### src/rtl/cmdq_i2c_pkg.sv
package cmdq_i2c_pkg;
  localparam int unsigned BYTE_W = 8;
  localparam int unsigned WORD_W = 32;
  localparam int unsigned LEN_W  = 8;

  typedef enum logic [2:0] {
    ST_IDLE,
    ST_START,
    ST_BIT,
    ST_STOP,
    ST_FLUSH
  } mst_state_e;
endpackage

### src/rtl/cmdq_i2c_tick.sv
module cmdq_i2c_tick #(
  parameter int unsigned QDIV = 4
) (
  input  logic clk_i,
  input  logic rst_ni,
  input  logic run_i,
  output logic tick_o
);
  localparam int unsigned CW = (QDIV > 1) ? $clog2(QDIV) : 1;

  logic [CW-1:0] cnt_q;

  assign tick_o = run_i && (cnt_q == CW'(QDIV - 1));

  always_ff @(posedge clk_i or negedge rst_ni) begin
    if (!rst_ni)                cnt_q <= '0;
    else if (!run_i || tick_o)  cnt_q <= '0;
    else                        cnt_q <= cnt_q + 1'b1;
  end
endmodule

### src/rtl/cmdq_i2c_feed.sv
// Holds the unsent bytes of the current word, low byte first.
module cmdq_i2c_feed
  import cmdq_i2c_pkg::*;
(
  input  logic              clk_i,
  input  logic              rst_ni,
  input  logic              hdr_load_i,
  input  logic [15:0]       hdr_hi_i,
  input  logic              take_i,
  input  logic [WORD_W-1:0] tx_data_i,
  input  logic              tx_valid_i,
  output logic [BYTE_W-1:0] byte_o,
  output logic              have_o,
  output logic              pop_o,
  output logic [1:0]        avail_o
);
  logic [23:0] word_q;
  logic [1:0]  avail_q;

  assign byte_o  = (avail_q != 2'd0) ? word_q[7:0] : tx_data_i[7:0];
  assign have_o  = (avail_q != 2'd0) || tx_valid_i;
  assign pop_o   = take_i && (avail_q == 2'd0) && tx_valid_i;
  assign avail_o = avail_q;

  always_ff @(posedge clk_i or negedge rst_ni) begin
    if (!rst_ni) begin
      word_q  <= '0;
      avail_q <= '0;
    end else if (hdr_load_i) begin
      word_q  <= {8'h00, hdr_hi_i};
      avail_q <= 2'd2;
    end else if (take_i) begin
      if (avail_q != 2'd0) begin
        word_q  <= word_q >> 8;
        avail_q <= avail_q - 2'd1;
      end else if (tx_valid_i) begin
        word_q  <= tx_data_i[31:8];
        avail_q <= 2'd3;
      end
    end
  end
endmodule

### src/rtl/cmdq_i2c_master.sv
module cmdq_i2c_master
  import cmdq_i2c_pkg::*;
#(
  parameter int unsigned QDIV = 4
) (
  input  logic              clk_i,
  input  logic              rst_ni,
  input  logic              enable_i,
  input  logic [WORD_W-1:0] tx_data_i,
  input  logic              tx_valid_i,
  output logic              tx_pop_o,
  output logic [BYTE_W-1:0] rx_data_o,
  output logic              rx_push_o,
  output logic              idle_o,
  output logic              underflow_o,
  output logic              nak_err_o,
  input  logic              scl_i,
  input  logic              sda_i,
  output logic              scl_oe_o,
  output logic              sda_oe_o
);
  mst_state_e        st_q;
  logic [1:0]        ph_q;
  logic [3:0]        bcnt_q;
  logic [BYTE_W-1:0] sh_q, rxd_q;
  logic [LEN_W-1:0]  rem_q, fl_q, fl_calc;
  logic              rd_q, addr_q, ack_q, nak_q, unf_q, rxp_q;

  logic              tick, run, scl_hi, sda_lo, hdr_take, take, have;
  logic              feed_pop, flush_pop, frame_end, rd_data;
  logic [BYTE_W-1:0] feed_byte;
  logic [1:0]        avail;
  logic [LEN_W:0]    fl_diff;

  assign rd_data = rd_q && !addr_q;

  always_comb begin
    scl_hi = 1'b1;
    sda_lo = 1'b0;
    unique case (st_q)
      ST_START: begin scl_hi = (ph_q != 2'd3); sda_lo = (ph_q != 2'd0); end
      ST_BIT: begin
        scl_hi = (ph_q == 2'd1) || (ph_q == 2'd2);
        if (bcnt_q < 4'd8) sda_lo = !rd_data && !sh_q[7];
        else               sda_lo = rd_data && (rem_q > 8'd1);  // ACK all but last
      end
      ST_STOP: begin scl_hi = (ph_q != 2'd0); sda_lo = (ph_q < 2'd2); end
      default: ;
    endcase
  end

  assign scl_oe_o  = !scl_hi;
  assign sda_oe_o  = sda_lo;
  // released SCL held low by the target freezes the phase
  assign run       = (st_q == ST_START || st_q == ST_BIT || st_q == ST_STOP) && !(scl_hi && !scl_i);
  assign hdr_take  = (st_q == ST_IDLE) && enable_i && tx_valid_i;
  assign frame_end = (st_q == ST_BIT) && tick && (ph_q == 2'd3) && (bcnt_q == 4'd8);
  assign take      = frame_end && !rd_q && ack_q && (rem_q != '0) && have;
  assign flush_pop = (st_q == ST_FLUSH) && (fl_q != '0) && tx_valid_i;
  assign tx_pop_o  = hdr_take || feed_pop || flush_pop;

  // queued words still owed to the aborted message
  assign fl_diff = {1'b0, rem_q} + 9'd3 - {7'd0, avail};
  assign fl_calc = (rem_q > {6'd0, avail}) ? LEN_W'(fl_diff >> 2) : '0;

  cmdq_i2c_tick #(.QDIV(QDIV)) i_tick (
    .clk_i, .rst_ni, .run_i(run), .tick_o(tick)
  );

  cmdq_i2c_feed i_feed (
    .clk_i, .rst_ni,
    .hdr_load_i(hdr_take), .hdr_hi_i(tx_data_i[31:16]),
    .take_i(take), .tx_data_i, .tx_valid_i,
    .byte_o(feed_byte), .have_o(have), .pop_o(feed_pop), .avail_o(avail)
  );

  always_ff @(posedge clk_i or negedge rst_ni) begin
    if (!rst_ni) begin
      st_q <= ST_IDLE; ph_q <= '0; bcnt_q <= '0; sh_q <= '0; rxd_q <= '0;
      rem_q <= '0; fl_q <= '0; rd_q <= 1'b0; addr_q <= 1'b0; ack_q <= 1'b0;
      nak_q <= 1'b0; unf_q <= 1'b0; rxp_q <= 1'b0;
    end else begin
      rxp_q <= 1'b0;
      unique case (st_q)
        ST_IDLE: if (hdr_take) begin
          rd_q   <= tx_data_i[0];
          sh_q   <= tx_data_i[7:0];
          rem_q  <= tx_data_i[15:8];
          addr_q <= 1'b1;
          ph_q   <= '0;
          bcnt_q <= '0;
          if (tx_data_i[15:8] != '0) st_q <= ST_START;
        end
        ST_START: if (tick) begin
          ph_q <= ph_q + 2'd1;
          if (ph_q == 2'd3) st_q <= ST_BIT;
        end
        ST_BIT: if (tick) begin
          ph_q <= ph_q + 2'd1;
          if (ph_q == 2'd2) begin
            if (bcnt_q < 4'd8) begin
              if (rd_data) sh_q <= {sh_q[6:0], sda_i};
            end else ack_q <= !sda_i;
          end
          if (ph_q == 2'd3) begin
            if (bcnt_q < 4'd8) begin
              bcnt_q <= bcnt_q + 4'd1;
              if (!rd_data) sh_q <= sh_q << 1;
            end else begin
              bcnt_q <= '0;
              addr_q <= 1'b0;
              if (rd_data) begin
                rxd_q <= sh_q;
                rxp_q <= 1'b1;
                rem_q <= rem_q - 8'd1;
                if (rem_q == 8'd1) st_q <= ST_STOP;
              end else if (!ack_q) begin
                nak_q <= 1'b1;
                fl_q  <= rd_q ? '0 : fl_calc;
                st_q  <= ST_STOP;
              end else if (rd_q) begin
                st_q <= ST_BIT;
              end else if (rem_q == '0) begin
                st_q <= ST_STOP;
              end else if (have) begin
                sh_q  <= feed_byte;
                rem_q <= rem_q - 8'd1;
              end else begin
                unf_q <= 1'b1;
                st_q  <= ST_STOP;
              end
            end
          end
        end
        ST_STOP: if (tick) begin
          ph_q <= ph_q + 2'd1;
          if (ph_q == 2'd3) st_q <= (fl_q != '0) ? ST_FLUSH : ST_IDLE;
        end
        ST_FLUSH: begin
          if (flush_pop) fl_q <= fl_q - 8'd1;
          else begin
            fl_q <= '0;
            st_q <= ST_IDLE;
          end
        end
        default: st_q <= ST_IDLE;
      endcase
    end
  end

  assign rx_data_o   = rxd_q;
  assign rx_push_o   = rxp_q;
  assign idle_o      = (st_q == ST_IDLE);
  assign underflow_o = unf_q;
  assign nak_err_o   = nak_q;
endmodule

### config.mk
export PLATFORM = sky130hd
export DESIGN_NAME = cmdq_i2c_master
export DESIGN_NICKNAME = d
export VERILOG_FILES = /design/src/rtl/cmdq_i2c_pkg.sv /design/src/rtl/cmdq_i2c_tick.sv /design/src/rtl/cmdq_i2c_feed.sv /design/src/rtl/cmdq_i2c_master.sv
export SDC_FILE = /design/constraint.sdc
export NUM_CORES = 1
export LEC_CHECK = 0
export BUFFER_PORTS_ARGS = -buffer_cell sky130_fd_sc_hd__buf_4
export CAP_MARGIN = 0
export CORE_MARGIN = 3
export CORE_UTILIZATION = 60
export DETAILED_ROUTE_END_ITERATION = 6
export PLACE_DENSITY = 0.93
export SYNTH_ARGS = -nofsm -noshare
export SYNTH_HDL_FRONTEND = slang
export SYNTH_SLANG_ARGS = --single-unit
### constraint.sdc
create_clock -name clk_i -period 4.4 [get_ports clk_i]
set_clock_uncertainty 0.2 [all_clocks]
set_input_delay 0.44 -clock clk_i [delete_from_list [all_inputs] [get_ports clk_i]]
set_output_delay 0.44 -clock clk_i [all_outputs]
set_load 0.005 [all_outputs]
# Word level (Yosys, flattened, before mapping)
# Cells that the tools add are included.
[totals]
register_bits = 75
inputBits = 38
output_inout_bits = 15
word_cells = 208
[classes]
n_addsub = 8
magnitude_cmp = 4
eq_ne = 30
n_mux = 82
n_bitwise = 6
n_reduce_logical = 62
[op_table]
columns = ["cell", "count"]
rows = [
  ["2-to-1 mux 8 bit", 29],
  ["2-to-1 mux 24 bit", 4],
  ["2-to-1 mux 3 bit", 17],
  ["one-hot mux 8 bit (2 select lines)", 3],
  ["nonzero test 8 bit", 3],
  ["logical AND 1 bit", 19],
  ["!= test 2 x 1 -> 1 bit, second input constant", 9],
  ["AND reduction 9 bit", 2],
  ["2-to-1 mux 4 bit", 4],
  ["subtractor 8 x 1 -> 8 bit, second input constant", 2],
  ["one-hot mux 3 bit (5 select lines)", 1],
  ["2-to-1 mux 2 bit", 7],
  ["2-to-1 mux 7 bit", 2],
  ["!= test 3 bit, second input constant", 4],
  ["AND reduction 12 bit", 1],
  ["AND reduction 6 bit", 2],
  ["nonzero test 2 bit", 6],
  ["2-to-1 mux 1 bit", 10],
  ["!= test 2 bit, second input constant", 5],
  ["AND reduction 5 bit", 2],
  ["adder 8 x 2 -> 9 bit, second input constant", 1],
  ["zero test 1 bit", 9],
  ["subtractor 9 x 2 -> 9 bit", 1],
  ["== test 8 x 1 -> 1 bit, second input constant", 1],
  ["29 further kinds", 48],
]

# Depth between registers and ports, before layout
# Gate-level depths: netlist (run 1).
[depth]
ltp_word = 18
mapped_depth = 10
ltp_nobuf = 10

# Hierarchy
# Synthesis (run 1) repeated with hierarchy kept, for this count alone.
[hier_totals]
cells_unflattened = 506
area_unflattened_um2 = 4904.7
[by_module_without_submodules]
columns = ["mod", "n_inst", "cells_per_inst", "area_each_um2"]
rows = [
  ["cmdq_i2c_master", 1, 347, 3206.8],
  ["cmdq_i2c_feed", 1, 153, 1606.5],
  ["cmdq_i2c_tick", 1, 6, 91.3],
]

# Least setup slack after synthesis (run 1)
# No wires, ideal clock.
[synth_path]
kind = "register -> output"
from = "register ph_q[0]"
to = "output port tx_pop_o"
arrival_ps = 1952
required_ps = 3760
setup_slack_ps = 1808
stages_incl_launch_ff = 11
path_buffers = 2
cell_sequence = "dfrtp_1 > inv_1 > ha_1 > nand2b_1 > a21oi_1 > nor4b_4 > and4_1 > buf_4 > buf_6 > nand2_1 > nand3_1"
[synth_between]
elab_chain_cells = 18
[synth_lines]
columns = ["item", "line", "rtl"]
rows = [
  ["from (decl)", "cmdq_i2c_master.sv:23", "logic [1:0] ph_q;"],
  ["from (signal assigned)", "cmdq_i2c_master.sv:95", "ph_q <= ph_q + 2'd1;"],
  ["from (signal assigned)", "cmdq_i2c_master.sv:99", "ph_q <= ph_q + 2'd1;"],
  ["from (signal assigned)", "cmdq_i2c_master.sv:136", "ph_q <= ph_q + 2'd1;"],
  ["== test 2 x 1 -> 1 bit / == test 2 bit (equally long branches)", "cmdq_i2c_master.sv:43", "scl_hi = (ph_q == 2'd1) || (ph_q == 2'd2);"],
  ["logical OR 1 bit", "cmdq_i2c_master.sv:43", ""],
  ["one-hot mux 1 bit (3 select lines)", "cmdq_i2c_master.sv:40", "unique case (st_q)"],
  ["logical AND 1 bit", "cmdq_i2c_master.sv:55", "assign run = (st_q == ST_START || st_q == ST_BIT || st_q == ST_STOP) && !(scl_hi && !scl_i);"],
  ["zero test 1 bit", "cmdq_i2c_master.sv:55", ""],
  ["logical AND 1 bit", "cmdq_i2c_master.sv:55", ""],
  ["logical AND 1 bit", "cmdq_i2c_tick.sv:13", "assign tick_o = run_i && (cnt_q == CW'(QDIV - 1));"],
  ["logical AND 1 bit", "cmdq_i2c_master.sv:57", "assign frame_end = (st_q == ST_BIT) && tick && (ph_q == 2'd3) && (bcnt_q == 4'd8);"],
  ["logical AND 1 bit * (2 in series)", "cmdq_i2c_master.sv:57", ""],
  ["logical AND 1 bit * (4 in series)", "cmdq_i2c_master.sv:58", "assign take = frame_end && !rd_q && ack_q && (rem_q != '0) && have;"],
  ["logical AND 1 bit * (2 in series)", "cmdq_i2c_feed.sv:22", "assign pop_o = take_i && (avail_q == 2'd0) && tx_valid_i;"],
  ["logical OR 1 bit * (2 in series)", "cmdq_i2c_master.sv:60", "assign tx_pop_o = hdr_take || feed_pop || flush_pop;"],
  ["to (decl)", "cmdq_i2c_master.sv:11", "output logic tx_pop_o,"],
]
# Mark *: on every way between the ends. The rest lies on a longest branch, timed or not.

# Final worst setup path (run 1)
[layout_path]
from = "register st_q[1]"
to = "output port tx_pop_o"
[layout_between]
elab_chain_cells = 17
[layout_lines]
columns = ["item", "line", "rtl"]
rows = [
  ["from (decl)", "cmdq_i2c_master.sv:22", "mst_state_e st_q;"],
  ["from (signal assigned)", "cmdq_i2c_master.sv:137", "if (ph_q == 2'd3) st_q <= (fl_q != '0) ? ST_FLUSH : ST_IDLE;"],
  ["== test 3 x 2 -> 1 bit, or another cell as far along", "cmdq_i2c_master.sv:40, cmdq_i2c_master.sv:55", ""],
  ["one-hot mux 1 bit (3 select lines)", "cmdq_i2c_master.sv:40", ""],
  ["logical AND 1 bit", "cmdq_i2c_master.sv:55", ""],
  ["zero test 1 bit", "cmdq_i2c_master.sv:55", ""],
  ["logical AND 1 bit", "cmdq_i2c_master.sv:55", ""],
  ["logical AND 1 bit", "cmdq_i2c_tick.sv:13", ""],
  ["logical AND 1 bit (3 in series)", "cmdq_i2c_master.sv:57", ""],
  ["logical AND 1 bit (4 in series)", "cmdq_i2c_master.sv:58", ""],
  ["logical AND 1 bit (2 in series)", "cmdq_i2c_feed.sv:22", ""],
  ["logical OR 1 bit", "cmdq_i2c_master.sv:60", ""],
  ["logical OR 1 bit *", "cmdq_i2c_master.sv:60", ""],
]
# Marks and branches as above.

==> results.sh, run 1 <==
export IMPL_r2r_start="st_q[1]"
export IMPL_grt_pass1_vias=4055
export IMPL_path_max_fanout=21
export IMPL_diodes=0
export IMPL_coreArea_mm2=0.00737
export IMPL_synth_distinct_cells=67
export IMPL_grtUsageTotal_pct=28.9
export IMPL_max_cap_viol_count=0
export IMPL_startpoint="st_q[1]"
export IMPL_cts_sinks=75
export IMPL_clk_path_buf_depth=2
export IMPL_hpwl_um=8380
export IMPL_via_per_inst=6.72
export IMPL_io_pins=53
export IMPL_row_count=31
export IMPL_required_ps=3760
export IMPL_numCtsBuffers=9
export IMPL_initialDrtViolationCount=503
export IMPL_finalCritPeriodShare_pct=83.5
export IMPL_final_common_cell="dfrtp_1"
export IMPL_hold_class="in2async"
export IMPL_power_density_mw_per_mm2=468
export IMPL_antenna_left=0
export IMPL_cts_root_buf="clkbuf_8"
export IMPL_synth_area_per_cell_um2=9.52
export IMPL_vias=4213
export IMPL_start_util_pct=62.7
export IMPL_fin_crit_ps=3670
export IMPL_crit_arrival_ps=3030
export IMPL_place_gp_congestion=0.959
export IMPL_ir_worst_vdd_mv=0.272
export IMPL_die_x_um=93.7
export IMPL_synthCells=485
export IMPL_synth_fp_nets=550
export IMPL_rsz0062_at_grt="no"
export IMPL_ys_warn_count=0
export IMPL_r2r_slack_ps=1320
export IMPL_grt_pass1_wl_um=19800
export IMPL_insertion_delay_ps=370
export IMPL_drc=0
export IMPL_critPathLaunchType="flop"
export IMPL_crit_type="reg2out"
export IMPL_drt_total_wl_um=12100
export IMPL_setup_viol=0
export IMPL_worstMarginPinSlew_ps=988
export IMPL_synth_seq_cells=75
export IMPL_async_flop_share_pct=100
export IMPL_placed_cell_area_mm2=0.00503
export IMPL_synth_edf_count=0
export IMPL_fin_tns_setup_ps=0
export IMPL_mostFrequentLayoutCells="dfrtp_1 (75), buf_4 (56), nand2_1 (54), nor2_1 (33), a21oi_1 (32)"
export IMPL_slew_headroom_pct=34.2
export IMPL_final_area_mm2=0.00522
export IMPL_drt_pass1_iter_count=5
export IMPL_finalMaxSlewViolations=0
export IMPL_antenna_found_initial=0
export IMPL_synthesis_area_mm2=0.00462
export IMPL_grt_overflow=0
export IMPL_dieHeight_um=93.7
export IMPL_die_area_mm2=0.00879
export IMPL_grt_start_max_net_pins=76
export IMPL_wl_per_cell_um=19.3
export IMPL_power_leakage_nw=2.35
export IMPL_clock_fmax_ghz=0.272
export IMPL_violations="hold timing"
export IMPL_ctsHoldBuffers=0
export IMPL_port_buffers=52
export IMPL_hold_ws_ps=-4.92
export IMPL_clk_pin_slew_ps=90
export IMPL_htreeDepth=3
export IMPL_area_growth_pct=13.0
export IMPL_postCtsSetupBuffers=0
export IMPL_cts_tree="built"
export IMPL_yosysSeqAreaShare_pct=40.6
export IMPL_critPathCaptureType="output port"
export IMPL_status="complete, but fails checks"
export IMPL_drive_above_1_share_pct=20.1
export IMPL_ctsResizeCount=0
export IMPL_synth_main_ff_cell="dfrtp_1"
export IMPL_finalHoldViolCount=9
export IMPL_fin_nets=588
==> final cells by class <==
type	instances	area [um2]
Multi-Input combinational cell	357	2520
Fill cell	525	2150
Sequential cell	75	1880
Timing Repair Buffer	56	420
Clock buffer	10	138
Tap cell	99	124
Inverter	24	90.1
Clock inverter	6	50.0
==> power breakdown <==
part           switching [W]  total, W  internal (W)
logic               0.000493  0.000900      0.000407
registers           0.000186   0.00104      0.000851
clock network       0.000282  0.000508      0.000226
==> synthesized netlist by cell type (3+ instances only) <==
cell type / instances / area (um2)
a21o_1: 4 / 30.0
mux2_2: 10 / 113
mux2i_1: 17 / 170
nand2b_1: 4 / 25.0
a32oi_1: 3 / 26.3
nand3b_1: 3 / 22.5
inv_1: 24 / 90.1
a31o_2: 5 / 43.8
o211ai_1: 3 / 22.5
nor3_1: 12 / 60.1
nor2b_1: 5 / 31.3
and2_1: 4 / 25.0
nor2_1: 33 / 124
xnor2_1: 4 / 35.0
nand4_1: 3 / 18.8
a22o_1: 3 / 26.3
a31oi_1: 6 / 37.5
clkbuf_1: 17 / 63.8
a222oi_1: 7 / 70.1
a221oi_1: 3 / 26.3
a211oi_1: 4 / 30.0
a21oi_1: 32 / 160
o31ai_1: 3 / 22.5
nand3_1: 19 / 95.1
dfrtp_1: 75 / 1880
ha_1: 26 / 325
o22ai_1: 3 / 18.8
o221a_2: 6 / 67.6
nand2_1: 54 / 203
nor3b_1: 3 / 22.5
a221o_1: 9 / 90.1
o21ai_0: 28 / 140
buf_2: 8 / 40.0
a22oi_1: 4 / 30.0
==> logic make-up after synthesis <==
group                      share of synthesized area, %
and+or+nand+nor                                    18.4
AOI/OAI and AO/OA                                  21.4
DFF                                                40.6
buffers and inverters                              4.77
muxes                                              6.12
adders and majority gates                          7.48
xor gates and xnor gates                           1.14
==> through the flow <==
| step | utilization [%] | total power, W | cells | hold slack, ps | worst slack (ps) |
|---|---|---|---|---|---|
| after floorplan | - | 0.00165 | 485 | -55.6 | 1810 |
| after global placement | 68.3 | 0.00184 | 611 | 222 | 1310 |
| after detailed placement | 68.3 | 0.00191 | 611 | 227 | 1250 |
| after CTS | 70.8 | 0.00243 | 627 | 52.2 | 782 |
| after global routing | 70.8 | 0.00258 | 627 | 92.3 | 607 |
| final | 70.8 | 0.00244 | 627 | -4.92 | 727 |
==> critical path, stage by stage (launching register included) <==
cell and delay (ps):
dfrtp_1 700, nor3b_4 270, buf_4 270, nand3_2 150, nor4b_4 430, and4_1 260, buf_4 240, nand2_1 90
nand3_1 120, buf_4 150
==> sequential cells by signal (all words and copies together) (netlist names) <==
signal / cells
rd_q: 1
rx_push_o: 1
st_q: 3
rem_q: 8
ack_q: 1
i_feed.word_q: 24
ph_q: 2
addr_q: 1
bcnt_q: 4
nak_err_o: 1
fl_q: 8
i_tick.cnt_q: 2
underflow_o: 1
i_feed.avail_o: 2
sh_q: 8
rx_data_o: 8
==> metal layers <==
| metal | share of wire, % | global-route usage, % | up-vias | wire length (um) |
|---|---|---|---|---|
| met3 | 11 | 6.73 | 42 | 1270 |
| met1 | 38 | 36.5 | 2012 | 4620 |
| met2 | 48 | 46.4 | 292 | 5830 |
| li1 | - | - | 1867 | - |
| met4 | 3.0 | 14.2 | 0 | 357 |
| met5 | 0 | 0 | - | 0 |
==> final timing paths <==
kind / depth (start not counted) / end
worst max-delay path: 9 / tx_pop_o
worst min-delay path: 1 / st_q[0]
worst max register to register: 8 / i_feed.word_q[7]
worst min register to register: 1 / i_tick.cnt_q[0]
max in group asynchronous: 1 / rem_q[3]
min in group clk_i: 2 / ack_q
No activity file was read; power rests on OpenSTA's default activity.
==> run 2: changes to the inputs <==
--- a/config.mk
+++ b/config.mk
@@ -5,12 +5,13 @@
 export SDC_FILE = /design/constraint.sdc
 export NUM_CORES = 1
 export LEC_CHECK = 0
+export ABC_AREA = 1
 export BUFFER_PORTS_ARGS = -buffer_cell sky130_fd_sc_hd__buf_4
 export CAP_MARGIN = 0
 export CORE_MARGIN = 3
-export CORE_UTILIZATION = 60
+export CORE_UTILIZATION = 54
 export DETAILED_ROUTE_END_ITERATION = 6
-export PLACE_DENSITY = 0.93
+export PLACE_DENSITY = 0.88
 export SYNTH_ARGS = -nofsm -noshare
 export SYNTH_HDL_FRONTEND = slang
 export SYNTH_SLANG_ARGS = --single-unit
==> constraint.sdc (replaced) <==
create_clock -name clk_i -period 3.04 [get_ports clk_i]
set_clock_uncertainty 0.2 [all_clocks]
set_input_delay 0.304 -clock clk_i [delete_from_list [all_inputs] [get_ports clk_i]]
set_output_delay 0.304 -clock clk_i [all_outputs]
set_load 0.005 [all_outputs]
==> run 2 against run 1 <==
  * The run now ends clean
  * First-iteration DRC count is 20% lower
  * Total power increased by 110%
  * Core utilization decreased by 7.5 points
  * Global-route usage shrank 4.0 points
  * Register-to-register slack got worse by 890 ps
  * Critical path type unchanged
  * Setup slack worse by 590 ps
  * Cell count increased by 47%
  * Clock power increased by 51%
  * Sequential share of layout area decreased by 4.3 points
  * Worst hold slack gained 17 ps
==> results.sh, run 2 <==
export IMPL_drt_pass1_iter_count=6
export IMPL_synth_main_ff_cell="dfrtp_1"
export IMPL_critPathLaunchType="flop"
export IMPL_port_buffers=52
export IMPL_mostFrequentLayoutCells="nand2_1 (256), nand3_1 (79), inv_1 (77), dfrtp_1 (75), o21ai_0 (68)"
export IMPL_utilization_pct=63.3
export IMPL_cp_top_family="simple AND/OR/NAND/NOR gates"
export IMPL_rsz0062_at_grt="no"
export IMPL_dp_cells=901
export IMPL_ir_worst_vdd_mv=0.351
export IMPL_register_area_mm2=0.00188
export IMPL_met2RoutedLength_um=6280
export IMPL_slew_headroom_pct=34.8
export IMPL_ys_warn_count=0
export IMPL_clk_pin_slew_ps=80
export IMPL_hold_class="in2reg"
export IMPL_synth_seq_cells=75
export IMPL_htreeDepth=3
export IMPL_antenna_left=0
export IMPL_insertion_delay_ps=350
export IMPL_coreArea_mm2=0.00937
export IMPL_start_util_pct=56.2
export IMPL_finalHoldViolCount=0
export IMPL_holdPathEnd="i_feed.word_q[20]"
export IMPL_async_flop_share_pct=100
export IMPL_synthTopCellsByArea="dfrtp_1 (36%), nand2_1 (18%), nand3_1 (7.5%)"
export IMPL_status="complete, no violations"
export IMPL_required_ps=2540
export IMPL_drc=0
export IMPL_drt_total_wl_um=13400
export IMPL_path_max_fanout=28
export IMPL_regMostFlops="i_feed.word_q"
export IMPL_max_cap_viol_count=0
export IMPL_multi_input_area_mm2=0.00293
export IMPL_cts_sinks=75
export IMPL_top_layer_used="met4"
export IMPL_path_buf_inv=2
export IMPL_worstRegToRegCells=9
export IMPL_r2r_end="fl_q[7]"
export IMPL_cpPeakStageDelay_ps=410
export IMPL_cts_root_buf="clkbuf_8"
export IMPL_r2r_start="st_q[2]"
export IMPL_grt_pass1_vias=4828
export IMPL_fin_nets=850
export IMPL_power_leakage_nw=3.14
export IMPL_min_from="tx_data_i[28]"
export IMPL_netlist_area_leader_share_pct=35.7
export IMPL_finalMaxSlewViolations=0
export IMPL_die_area_mm2=0.0110
export IMPL_met1_length_um=5850
export IMPL_power_density_mw_per_mm2=866
export IMPL_via_per_inst=5.52
export IMPL_setup_viol=0
export IMPL_yosysMostFrequentCell="nand2_1"
export IMPL_drive_above_1_share_pct=12.0
export IMPL_crit_type="reg2out"
export IMPL_grt_pass1_wl_um=22700
export IMPL_area_growth_pct=12.7
export IMPL_antenna_found_initial=0
export IMPL_synth_fp_nets=804
export IMPL_place_gp_congestion=0.880
export IMPL_dieHeight_um=105
export IMPL_largest_reg_flops=24
export IMPL_final_common_cell="nand2_1"
export IMPL_stdcell_count=919
export IMPL_synth_distinct_cells=39
export IMPL_hpwl_um=9810
export IMPL_row_count=35
export IMPL_vias=5074
export IMPL_io_pins=53
export IMPL_grt_start_max_net_pins=76
export IMPL_critPathCaptureType="output port"
export IMPL_grt_overflow=0
export IMPL_finalCritPeriodShare_pct=95.4
export IMPL_synth_edf_count=0
export IMPL_fillCellCount=800
export IMPL_cp_cell_sequence="ha_2, inv_1, nand3_1, nand2_1, o21ai_4, nand2_4, nor2_4, nand2_8, o21ai_1, buf_4"
export IMPL_grtUsageTotal_pct=24.8
export IMPL_synthesis_area_mm2=0.00526
export IMPL_postCtsSetupBuffers=0
export IMPL_yosysSeqAreaShare_pct=35.7
export IMPL_die_x_um=105
export IMPL_worstMarginPinSlew_ps=978
export IMPL_synth_area_per_cell_um2=7.12
export IMPL_r2r_slack_ps=430
export IMPL_slowest_stage="dfrtp_1"
export IMPL_wl_met3_um=898
export IMPL_initialDrtViolationCount=402
export IMPL_cts_tree="built"
export IMPL_diodes=0
export IMPL_synthCells=739
export IMPL_fin_crit_ps=2900
export IMPL_crit_arrival_ps=2390
export IMPL_yosys_area_top_type="dfrtp_1"
export IMPL_clk_path_buf_depth=2
export IMPL_clock_fmax_ghz=0.345
export IMPL_fin_tns_setup_ps=0
export IMPL_numCtsBuffers=9
export IMPL_hold_path_depth=3
export IMPL_wl_per_cell_um=14.5
export IMPL_synthTopCellsByCount="nand2_1 (256), nand3_1 (79), inv_1 (77), dfrtp_1 (75), o21ai_0 (69)"
## run 2: cell types whose count changed after synthesis, sizes merged, moves of 9 or more
cell	delta
a21oi	-25
a221o	-9
inv	+57
mux2	-10
nand2	+208
nand3	+59
nand4	+27
nor3	-10
o21ai	+41
## run 2: what timing repair did
| item | 4_1_cts | 5_1_grt |
|---|---|---|
| endpoints found under the setup margin | 0 | 1 |
| hold buffers | 2 | 0 |
| gates resized for setup | 0 | 2 |
| endpoints found under the hold margin | 76 | 0 |
## run 2: worst max path at each step
stage	startpoint	slack, ps	depth (start not counted)	end
global route	ph_q[1]	7	10	tx_pop_o
finish	ph_q[1]	140	10	tx_pop_o
floorplan	rem_q[4]	850	9	tx_pop_o
CTS	ph_q[1]	20	10	tx_pop_o
global placement	ph_q[1]	520	10	tx_pop_o
detailed placement	ph_q[1]	430	10	tx_pop_o
## run 2: layout make-up
| type | count | area share [%] |
|---|---|---|
| Multi-Input combinational cell | 556 | 49.4 |
| Sequential cell | 75 | 31.6 |
| Clock buffer | 10 | 2.15 |
| Timing Repair Buffer | 61 | 7.80 |
| Clock inverter | 6 | 1.12 |
| Inverter | 82 | 5.19 |
| Tap cell | 129 | 2.72 |
## run 2: cells by family after synthesis
family,after synthesis,share of synthesized area [%]
multiplexers,15,2.85
XOR/XNOR,8,1.33
adder cells (fa/ha/maj),27,6.56
buffers and inverters,108,8.75
flip-flops,75,35.7
AND/OR/NAND/NOR,415,35.2
AO/OA/AOI/OAI,91,9.67
## run 2: metrics by stage
stage | power (W) | hold slack [ps] | instance area, um2 | setup slack, ps
floorplan | 0.00364 | -192 | 5260 | 852
global placement | 0.00420 | 220 | 5720 | 523
detailed placement | 0.00431 | 233 | 5720 | 431
CTS | 0.00510 | 5.28 | 5930 | 24.5
global route | 0.00562 | 16.6 | 5930 | 6.81
finish | 0.00514 | 12.5 | 5930 | 141
## run 2: power breakdown
part | switching [W] | leakage (nW) | internal, W | total [W]
sequential | 0.000264 | 0.982 | 0.00129 | 0.00155
clock | 0.000388 | 0.100 | 0.000381 | 0.000769
combinational | 0.00181 | 2.06 | 0.00101 | 0.00282
total | 0.00246 | 3.14 | 0.00268 | 0.00514
## run 2: layer usage
metal / up-vias / GRT usage (%)
met1: 2316 / 33.7
li1: 2505 / -
met5: - / 0
met4: 0 / 8.43
met2: 224 / 40.5
met3: 29 / 3.77
## run 2: worst reg2reg max path, stage by stage (launching register included)
cell      delay, ps
dfrtp_1         610
nor2_4           90
nand2_2         280
inv_2           260
nand2_1         180
nand2_1         130
a211oi_4        320
nand2_1         250
nand2_1         100
o21ai_0          70
